File: src/rtl/ldst_multi_pkg.sv
// Shared types for the load/store multiple sequencer.
// Assumes nothing beyond a single clock domain.
package ldst_multi_pkg;
    typedef enum logic [1:0] {
        ST_IDLE = 2'd0,
        ST_XFER = 2'd1,
        ST_FIN  = 2'd2,
        ST_FLT  = 2'd3
    } seq_state_t;
endpackage

File: src/rtl/ldst_multi_pick.sv
// Finds the lowest set bit of the pending mask.
// Gives its index, a one-hot mask of it, and whether it is the only bit left.
// Assumes the caller ignores the outputs when the mask is zero.
module ldst_multi_pick #(
    parameter int NREG = 16,
    localparam int IDXW = $clog2(NREG)
) (
    input  logic [NREG-1:0] pend,
    output logic [IDXW-1:0] idx,
    output logic [NREG-1:0] onehot,
    output logic            last
);
    // Priority scan: a lower index overrides a higher one.
    always_comb begin
        idx = '0;
        for (int i = NREG - 1; i >= 0; i--) begin
            if (pend[i]) idx = IDXW'(i);
        end
    end

    // Isolate the lowest set bit, then test whether any other bit is set.
    assign onehot = pend & (~pend + NREG'(1));
    assign last   = ((pend & ~onehot) == '0);
endmodule

File: src/rtl/ldst_multi_addr.sv
// Computes the first access address and the final base value.
// Uses the population count of the register mask.
// Assumes arithmetic wraps modulo 2**AW.
module ldst_multi_addr #(
    parameter int NREG = 16,
    parameter int AW   = 32
) (
    input  logic [NREG-1:0] mask,
    input  logic [AW-1:0]   base,
    input  logic            dec,
    output logic [AW-1:0]   first_addr,
    output logic [AW-1:0]   final_base,
    output logic            empty
);
    localparam int CW = $clog2(NREG + 1);

    logic [CW-1:0] count;
    logic [AW-1:0] span;

    // Count selected registers.
    always_comb begin
        count = '0;
        for (int i = 0; i < NREG; i++) count = count + CW'(mask[i]);
    end

    // Byte span of the whole transfer, and the two end points.
    assign span       = AW'(count) << 2;
    assign empty      = (count == '0);
    assign first_addr = dec ? (base - span) : base;
    assign final_base = dec ? (base - span) : (base + span);
endmodule

File: src/rtl/ldst_multi_seq.sv
// Load/store multiple sequencer.
// Issues one word access per selected register, lowest register at the lowest
// address, in ascending or descending mode, and optionally writes the base back.
// A loaded program-counter word (top register) becomes a branch target.
// Assumes the register file read is combinational and the memory holds data
// stable while ready is high.
module ldst_multi_seq #(
    parameter int NREG = 16,
    parameter int AW   = 32,
    parameter int DW   = 32,
    localparam int IDXW = $clog2(NREG)
) (
    input  logic            clk,
    input  logic            rst_n,
    input  logic            start,
    input  logic            is_load,
    input  logic            dec_before,
    input  logic            wback,
    input  logic [AW-1:0]   base_addr,
    input  logic [NREG-1:0] reg_list,
    output logic            mem_req,
    output logic            mem_we,
    output logic [AW-1:0]   mem_addr,
    output logic [DW-1:0]   mem_wdata,
    input  logic            mem_ready,
    input  logic [DW-1:0]   mem_rdata,
    output logic [IDXW-1:0] rf_raddr,
    input  logic [DW-1:0]   rf_rdata,
    output logic            rf_we,
    output logic [IDXW-1:0] rf_waddr,
    output logic [DW-1:0]   rf_wdata,
    output logic            base_we,
    output logic [AW-1:0]   base_wdata,
    output logic            branch_valid,
    output logic [DW-1:0]   branch_target,
    output logic            busy,
    output logic            done,
    output logic            fault
);
    import ldst_multi_pkg::*;

    localparam logic [IDXW-1:0] PC_IDX = IDXW'(NREG - 1);

    seq_state_t      st_q;
    logic [NREG-1:0] pend_q;
    logic [AW-1:0]   addr_q;
    logic [AW-1:0]   wb_q;
    logic            load_q;
    logic            wback_q;
    logic            br_q;
    logic [DW-1:0]   tgt_q;

    logic [IDXW-1:0] cur_idx;
    logic [NREG-1:0] cur_bit;
    logic            cur_last;
    logic [AW-1:0]   first_addr;
    logic [AW-1:0]   final_base;
    logic            list_empty;
    logic            hs;
    logic            pc_hit;

    ldst_multi_pick #(.NREG(NREG)) u_pick (
        .pend   (pend_q),
        .idx    (cur_idx),
        .onehot (cur_bit),
        .last   (cur_last)
    );

    ldst_multi_addr #(.NREG(NREG), .AW(AW)) u_addr (
        .mask       (reg_list),
        .base       (base_addr),
        .dec        (dec_before),
        .first_addr (first_addr),
        .final_base (final_base),
        .empty      (list_empty)
    );

    // Handshake and program-counter detection for the current access.
    assign hs     = (st_q == ST_XFER) && mem_ready;
    assign pc_hit = hs && load_q && (cur_idx == PC_IDX);

    // Sequencer state, pending mask, address and end-of-operation results.
    always_ff @(posedge clk) begin
        if (!rst_n) begin
            st_q    <= ST_IDLE;
            pend_q  <= '0;
            addr_q  <= '0;
            wb_q    <= '0;
            load_q  <= 1'b0;
            wback_q <= 1'b0;
            br_q    <= 1'b0;
            tgt_q   <= '0;
        end else begin
            case (st_q)
                ST_IDLE: begin
                    if (start) begin
                        pend_q  <= reg_list;
                        addr_q  <= first_addr;
                        wb_q    <= final_base;
                        load_q  <= is_load;
                        wback_q <= wback;
                        br_q    <= 1'b0;
                        st_q    <= list_empty ? ST_FLT : ST_XFER;
                    end
                end
                ST_XFER: begin
                    if (hs) begin
                        pend_q <= pend_q & ~cur_bit;
                        addr_q <= addr_q + AW'(4);
                        if (pc_hit) begin
                            br_q  <= 1'b1;
                            tgt_q <= mem_rdata & ~DW'(1);
                        end
                        if (pc_hit && !mem_rdata[0]) st_q <= ST_FLT;
                        else if (cur_last)          st_q <= ST_FIN;
                    end
                end
                default: st_q <= ST_IDLE;
            endcase
        end
    end

    // Memory side of the current access.
    assign mem_req   = (st_q == ST_XFER);
    assign mem_we    = !load_q;
    assign mem_addr  = {addr_q[AW-1:2], 2'b00};
    assign mem_wdata = rf_rdata;

    // Register file side of the current access.
    assign rf_raddr = cur_idx;
    assign rf_we    = hs && load_q && (cur_idx != PC_IDX);
    assign rf_waddr = cur_idx;
    assign rf_wdata = mem_rdata;

    // End-of-operation outputs.
    assign done          = (st_q == ST_FIN);
    assign fault         = (st_q == ST_FLT);
    assign busy          = (st_q != ST_IDLE);
    assign base_we       = done && wback_q;
    assign base_wdata    = wb_q;
    assign branch_valid  = done && br_q;
    assign branch_target = tgt_q;
endmodule

File: config.mk
export PLATFORM = sky130hd
export DESIGN_NAME = ldst_multi_seq
export DESIGN_NICKNAME = d
export VERILOG_FILES = /design/src/rtl/ldst_multi_pkg.sv /design/src/rtl/ldst_multi_pick.sv /design/src/rtl/ldst_multi_addr.sv /design/src/rtl/ldst_multi_seq.sv
export SDC_FILE = /design/constraint.sdc
export NUM_CORES = 1
export LEC_CHECK = 0
export BUFFER_PORTS_ARGS = -buffer_cell sky130_fd_sc_hd__buf_4
export CAP_MARGIN = 10
export CORE_ASPECT_RATIO = 0.9
export CORE_MARGIN = 10
export CORE_UTILIZATION = 50
export DETAILED_ROUTE_END_ITERATION = 10
export PLACE_DENSITY_LB_ADDON = 0.15
export SLEW_MARGIN = 10
export SYNTH_ARGS = -nofsm -noshare
export SYNTH_HDL_FRONTEND = slang
export SYNTH_SLANG_ARGS = --single-unit
File: constraint.sdc
create_clock -name clk -period 18.9 [get_ports clk]
set_input_delay 3.78 -clock clk [delete_from_list [all_inputs] [get_ports clk]]
set_output_delay 3.78 -clock clk [all_outputs]
set_load 0.03 [all_outputs]
==> results.txt <==
The run finished with clean final reports. The number of antenna violations at the first check in global routing came to 0. TritonCTS built the clock tree. The post-cts repair resize count came out at 0. The pin count of the biggest net entering global routing is 81. The area share of and/or/nand/nor cells after synthesis is 0.224. The synthesized-area fraction occupied by ao, oa, aoi and oai cells is 0.250.

The via count of the first global-routing pass came out at 7,979. Across every metal layer, demand over resource in global routing totals 0.240. The worst endpoint data arrival time is 5.93 ns. The total via count in the routed design came out at 8,500. By area the synthesized netlist is led by sky130_fd_sc_hd__dfxtp_1 (28%), sky130_fd_sc_hd__buf_4 (6.7%), sky130_fd_sc_hd__a21oi_1 (6.6%). The height of the die came out at 141 um. The aggregate global routing overflow is 0. The number of sinks handled by clock tree synthesis is 114. After detailed routing, the total wire length is 27,400 um. In this run the cell area of the synthesized design comes to 0.00807 mm2. The number of input and output port buffers inserted is 227. The wire length of the first global-routing pass came out at 43,100 um. The internal power is 692 uW.

The number of maximum-capacitance violations is 0. Counting the fill cells in the layout gives 1,440. The count of unique library cells instantiated by Yosys came out at 71. The cell leakage power came out at 0.00394 uW. At the pin with the least slew margin, the transition time is 1.14 ns. The initial core utilization is 0.517. Among all flip-flop cells after synthesis, the most frequent one is sky130_fd_sc_hd__dfxtp_1. By startpoint and endpoint, the worst setup path is classified as in2out. The share of total power in combinational logic is 0.467. After detailed routing, the average wire length per cell comes to 19.8 um. The global placement routability congestion is 0.921. The layout overhead on the synthesized area is 22.6%. Across the routed clock network, the largest skew measured is 0.00766 ns. The top cell type by total area after synthesis is sky130_fd_sc_hd__dfxtp_1.

The proportion of synthesized flip-flops having asynchronous set or reset came out at 0. The sequential share of the synthesized area is 0.283. The H-tree generated during clock tree synthesis spans 4 levels.

The floorplan die width is 154 um. The number of buffers created by CTS is 17. The count of final hold-check violations is 0. The first detailed-routing pass took 5 iterations.

The count of state elements after synthesis came out at 114. The floorplan step defined a die boundary enclosing 0.0216 mm2. The power per cell area came out at 122 mW/mm2.

The final setup violation count is 0. The share of total power in sequential cells came out at 0.253. Of the total synthesized cell area, the portion taken by XOR and XNOR cells is 0.0489. The post-synthesis adder-cell area fraction came out at 0.0558. After synthesis, the largest family of logic cells by area is compound AO/OA/AOI/OAI gates. Setup repair after global routing left no endpoint under its margin. The number of antenna repair diodes came out at 0. In the finished design, the share of the clock period the worst path needs comes to 0.514. Pin placement for this block handled 295 I/O pins. The first-iteration detailed-routing DRC count came out at 718. The switching part of the total power came out at 0.428. Measured against its own limit, the worst slew margin works out to 0.238. In this run, synthesis inferred 0 flip-flops with an integrated enable. The wire-length estimate of the detail-placed layout is 19,600 um.

The clock share of power came out at 0.280. In the synthesized netlist, the cells that appear most often are sky130_fd_sc_hd__dfxtp_1 (114), sky130_fd_sc_hd__a21oi_1 (107), sky130_fd_sc_hd__nand2_1 (78). The total of hold buffers inserted after clock tree synthesis is 0. Derived from the worst setup path, the maximum achievable clock frequency is 0.103 GHz. IR analysis of the VDD net gives a maximum drop of 0.0988 mV. Each instance of the synthesized netlist takes up on average 7.55 um2.

During synthesis, Yosys emitted a total of 0 warnings. The DRC violations left came out at 0. The ratio of cells with drive above 1 in the final layout came out at 0.250. The clock-pin transition on the worst setup and hold timing paths came out at 0.06 ns. The category of the worst setup path capture point is a primary output. With fillers left out, the area of the finished cells amounts to 0.00989 mm2. The class of the tightest hold or removal check is reg2reg. The buffer depth of the longest clock path is 2.

The clock insertion delay at the later pin of the skew report came out at 0.43 ns. The worst setup path is launched from an input port. The max-slew violation total from the final report is 0. The worst path required time is 15.12 ns.

The number of vias per cell after detailed routing came out at 6.15. For the finished layout, the period the worst path requires is 9.71 ns. The final net count came out at 1,315. The placement row count is 43.

The share of synthesized area in the top cell type comes to 0.283. For this design the total switching power over the nets is 518 uW. The cell with the most instances after synthesis is sky130_fd_sc_hd__dfxtp_1. The setup total negative slack came out at 0 ns. The CTS root buffer is sky130_fd_sc_hd__clkbuf_16. The floorplan step defined a core boundary enclosing 0.0156 mm2.

The count of nets left with antenna violations after detail routing is 0. The highest fanout seen on the critical path came out at 33. Synthesis handed over a netlist of 1,068 instances. The buffers inserted during post-CTS setup optimization came out at 0.

The post-placement cell area came out at 0.00927 mm2. The portion of synthesized area spent on multiplexers is 0.00760.
==> worst max-delay path: stages <==
cell                      delay [ns]
sky130_fd_sc_hd__buf_4          0.09
sky130_fd_sc_hd__mux2i_1        0.10
sky130_fd_sc_hd__or2_2          0.62
sky130_fd_sc_hd__nor2_1         0.60
sky130_fd_sc_hd__nand2_1        0.11
sky130_fd_sc_hd__buf_4          0.27
sky130_fd_sc_hd__a21oi_1        0.17
sky130_fd_sc_hd__buf_4          0.18
==> cell type report <==
type / count / area, um2 / share of cell area
Multi-Input combinational cell: 751 / 4770 / 0.482
Sequential cell: 114 / 2280 / 0.231
Timing Repair Buffer: 239 / 1790 / 0.181
Clock buffer: 20 / 467 / 0.0472
Tap cell: 202 / 253 / 0.0256
Inverter: 45 / 169 / 0.0171
Clock inverter: 12 / 155 / 0.0157
==> sequential cells by signal, indices dropped and copies added (netlist names) <==
signal         count
base_wdata        32
branch_target     31
addr_q            30
pend_q            16
st_q               2
br_q               1
load_q             1
wback_q            1
==> cell families after synthesis <==
group / after synthesis
and+or+nand+nor: 350
AOI/OAI and AO/OA: 318
buffers and inverters: 205
DFF: 114
xor gates and xnor gates: 45
adders and majority gates: 29
muxes: 6
other: 1
==> worst paths after layout <==
kind	end	cells after the start	startpoint	slack (ns)
hold / removal	base_wdata[7]	2	base_wdata[7]	0.45
setup / recovery	rf_we	8	start	9.19
hold reg to reg	base_wdata[7]	2	base_wdata[7]	0.45
setup reg to reg	st_q[0]	7	st_q[0]	14.96
==> power by group through the flow <==
| stage | Combinational, uW | Sequential (uW) | Clock (uW) |
|---|---|---|---|
| after floorplan | 376 | 337 | 0 |
| after detailed placement | 556 | 310 | 0 |
| after global routing | 619 | 311 | 351 |
| after global placement | 551 | 310 | 0 |
| after CTS | 562 | 305 | 341 |
| final | 565 | 307 | 338 |
==> stage by stage <==
step / utilization / hold WS, ns / instances / total power [uW] / setup slack [ns]
5_1_grt: 0.634 / 0.480 / 1383 / 1280 / 9.02
4_1_cts: 0.634 / 0.454 / 1383 / 1210 / 9.23
3_5_place_dp: 0.594 / 0.446 / 1351 / 866 / 9.13
6_report: 0.634 / 0.455 / 1383 / 1210 / 9.19
2_1_floorplan: - / 0.432 / 1070 / 713 / 9.74
3_3_place_gp: 0.594 / 0.438 / 1351 / 860 / 9.26
==> cell usage in the layout (no fill, tap or decap), types with 26 or more instances in the layout <==
master	synthesis	final
sky130_fd_sc_hd__xnor2_1	26	26
sky130_fd_sc_hd__nand4_1	44	44
sky130_fd_sc_hd__a21oi_1	107	107
sky130_fd_sc_hd__inv_1	44	43
sky130_fd_sc_hd__dfxtp_1	114	114
sky130_fd_sc_hd__nand3_1	46	46
sky130_fd_sc_hd__buf_4	72	239
sky130_fd_sc_hd__o21ai_0	64	64
sky130_fd_sc_hd__o31ai_1	37	36
sky130_fd_sc_hd__nor2_1	65	63
sky130_fd_sc_hd__nand2_1	78	78
==> routing by layer <==
layer | GRT usage | share of wire | vias to the layer above
met5 | 0 | 0 | -
met4 | 0.0626 | 0.016 | 0
met3 | 0.0661 | 0.088 | 40
met2 | 0.380 | 0.47 | 386
met1 | 0.313 | 0.43 | 4060
li1 | - | - | 4014
Power figures use the tool's default switching activity.
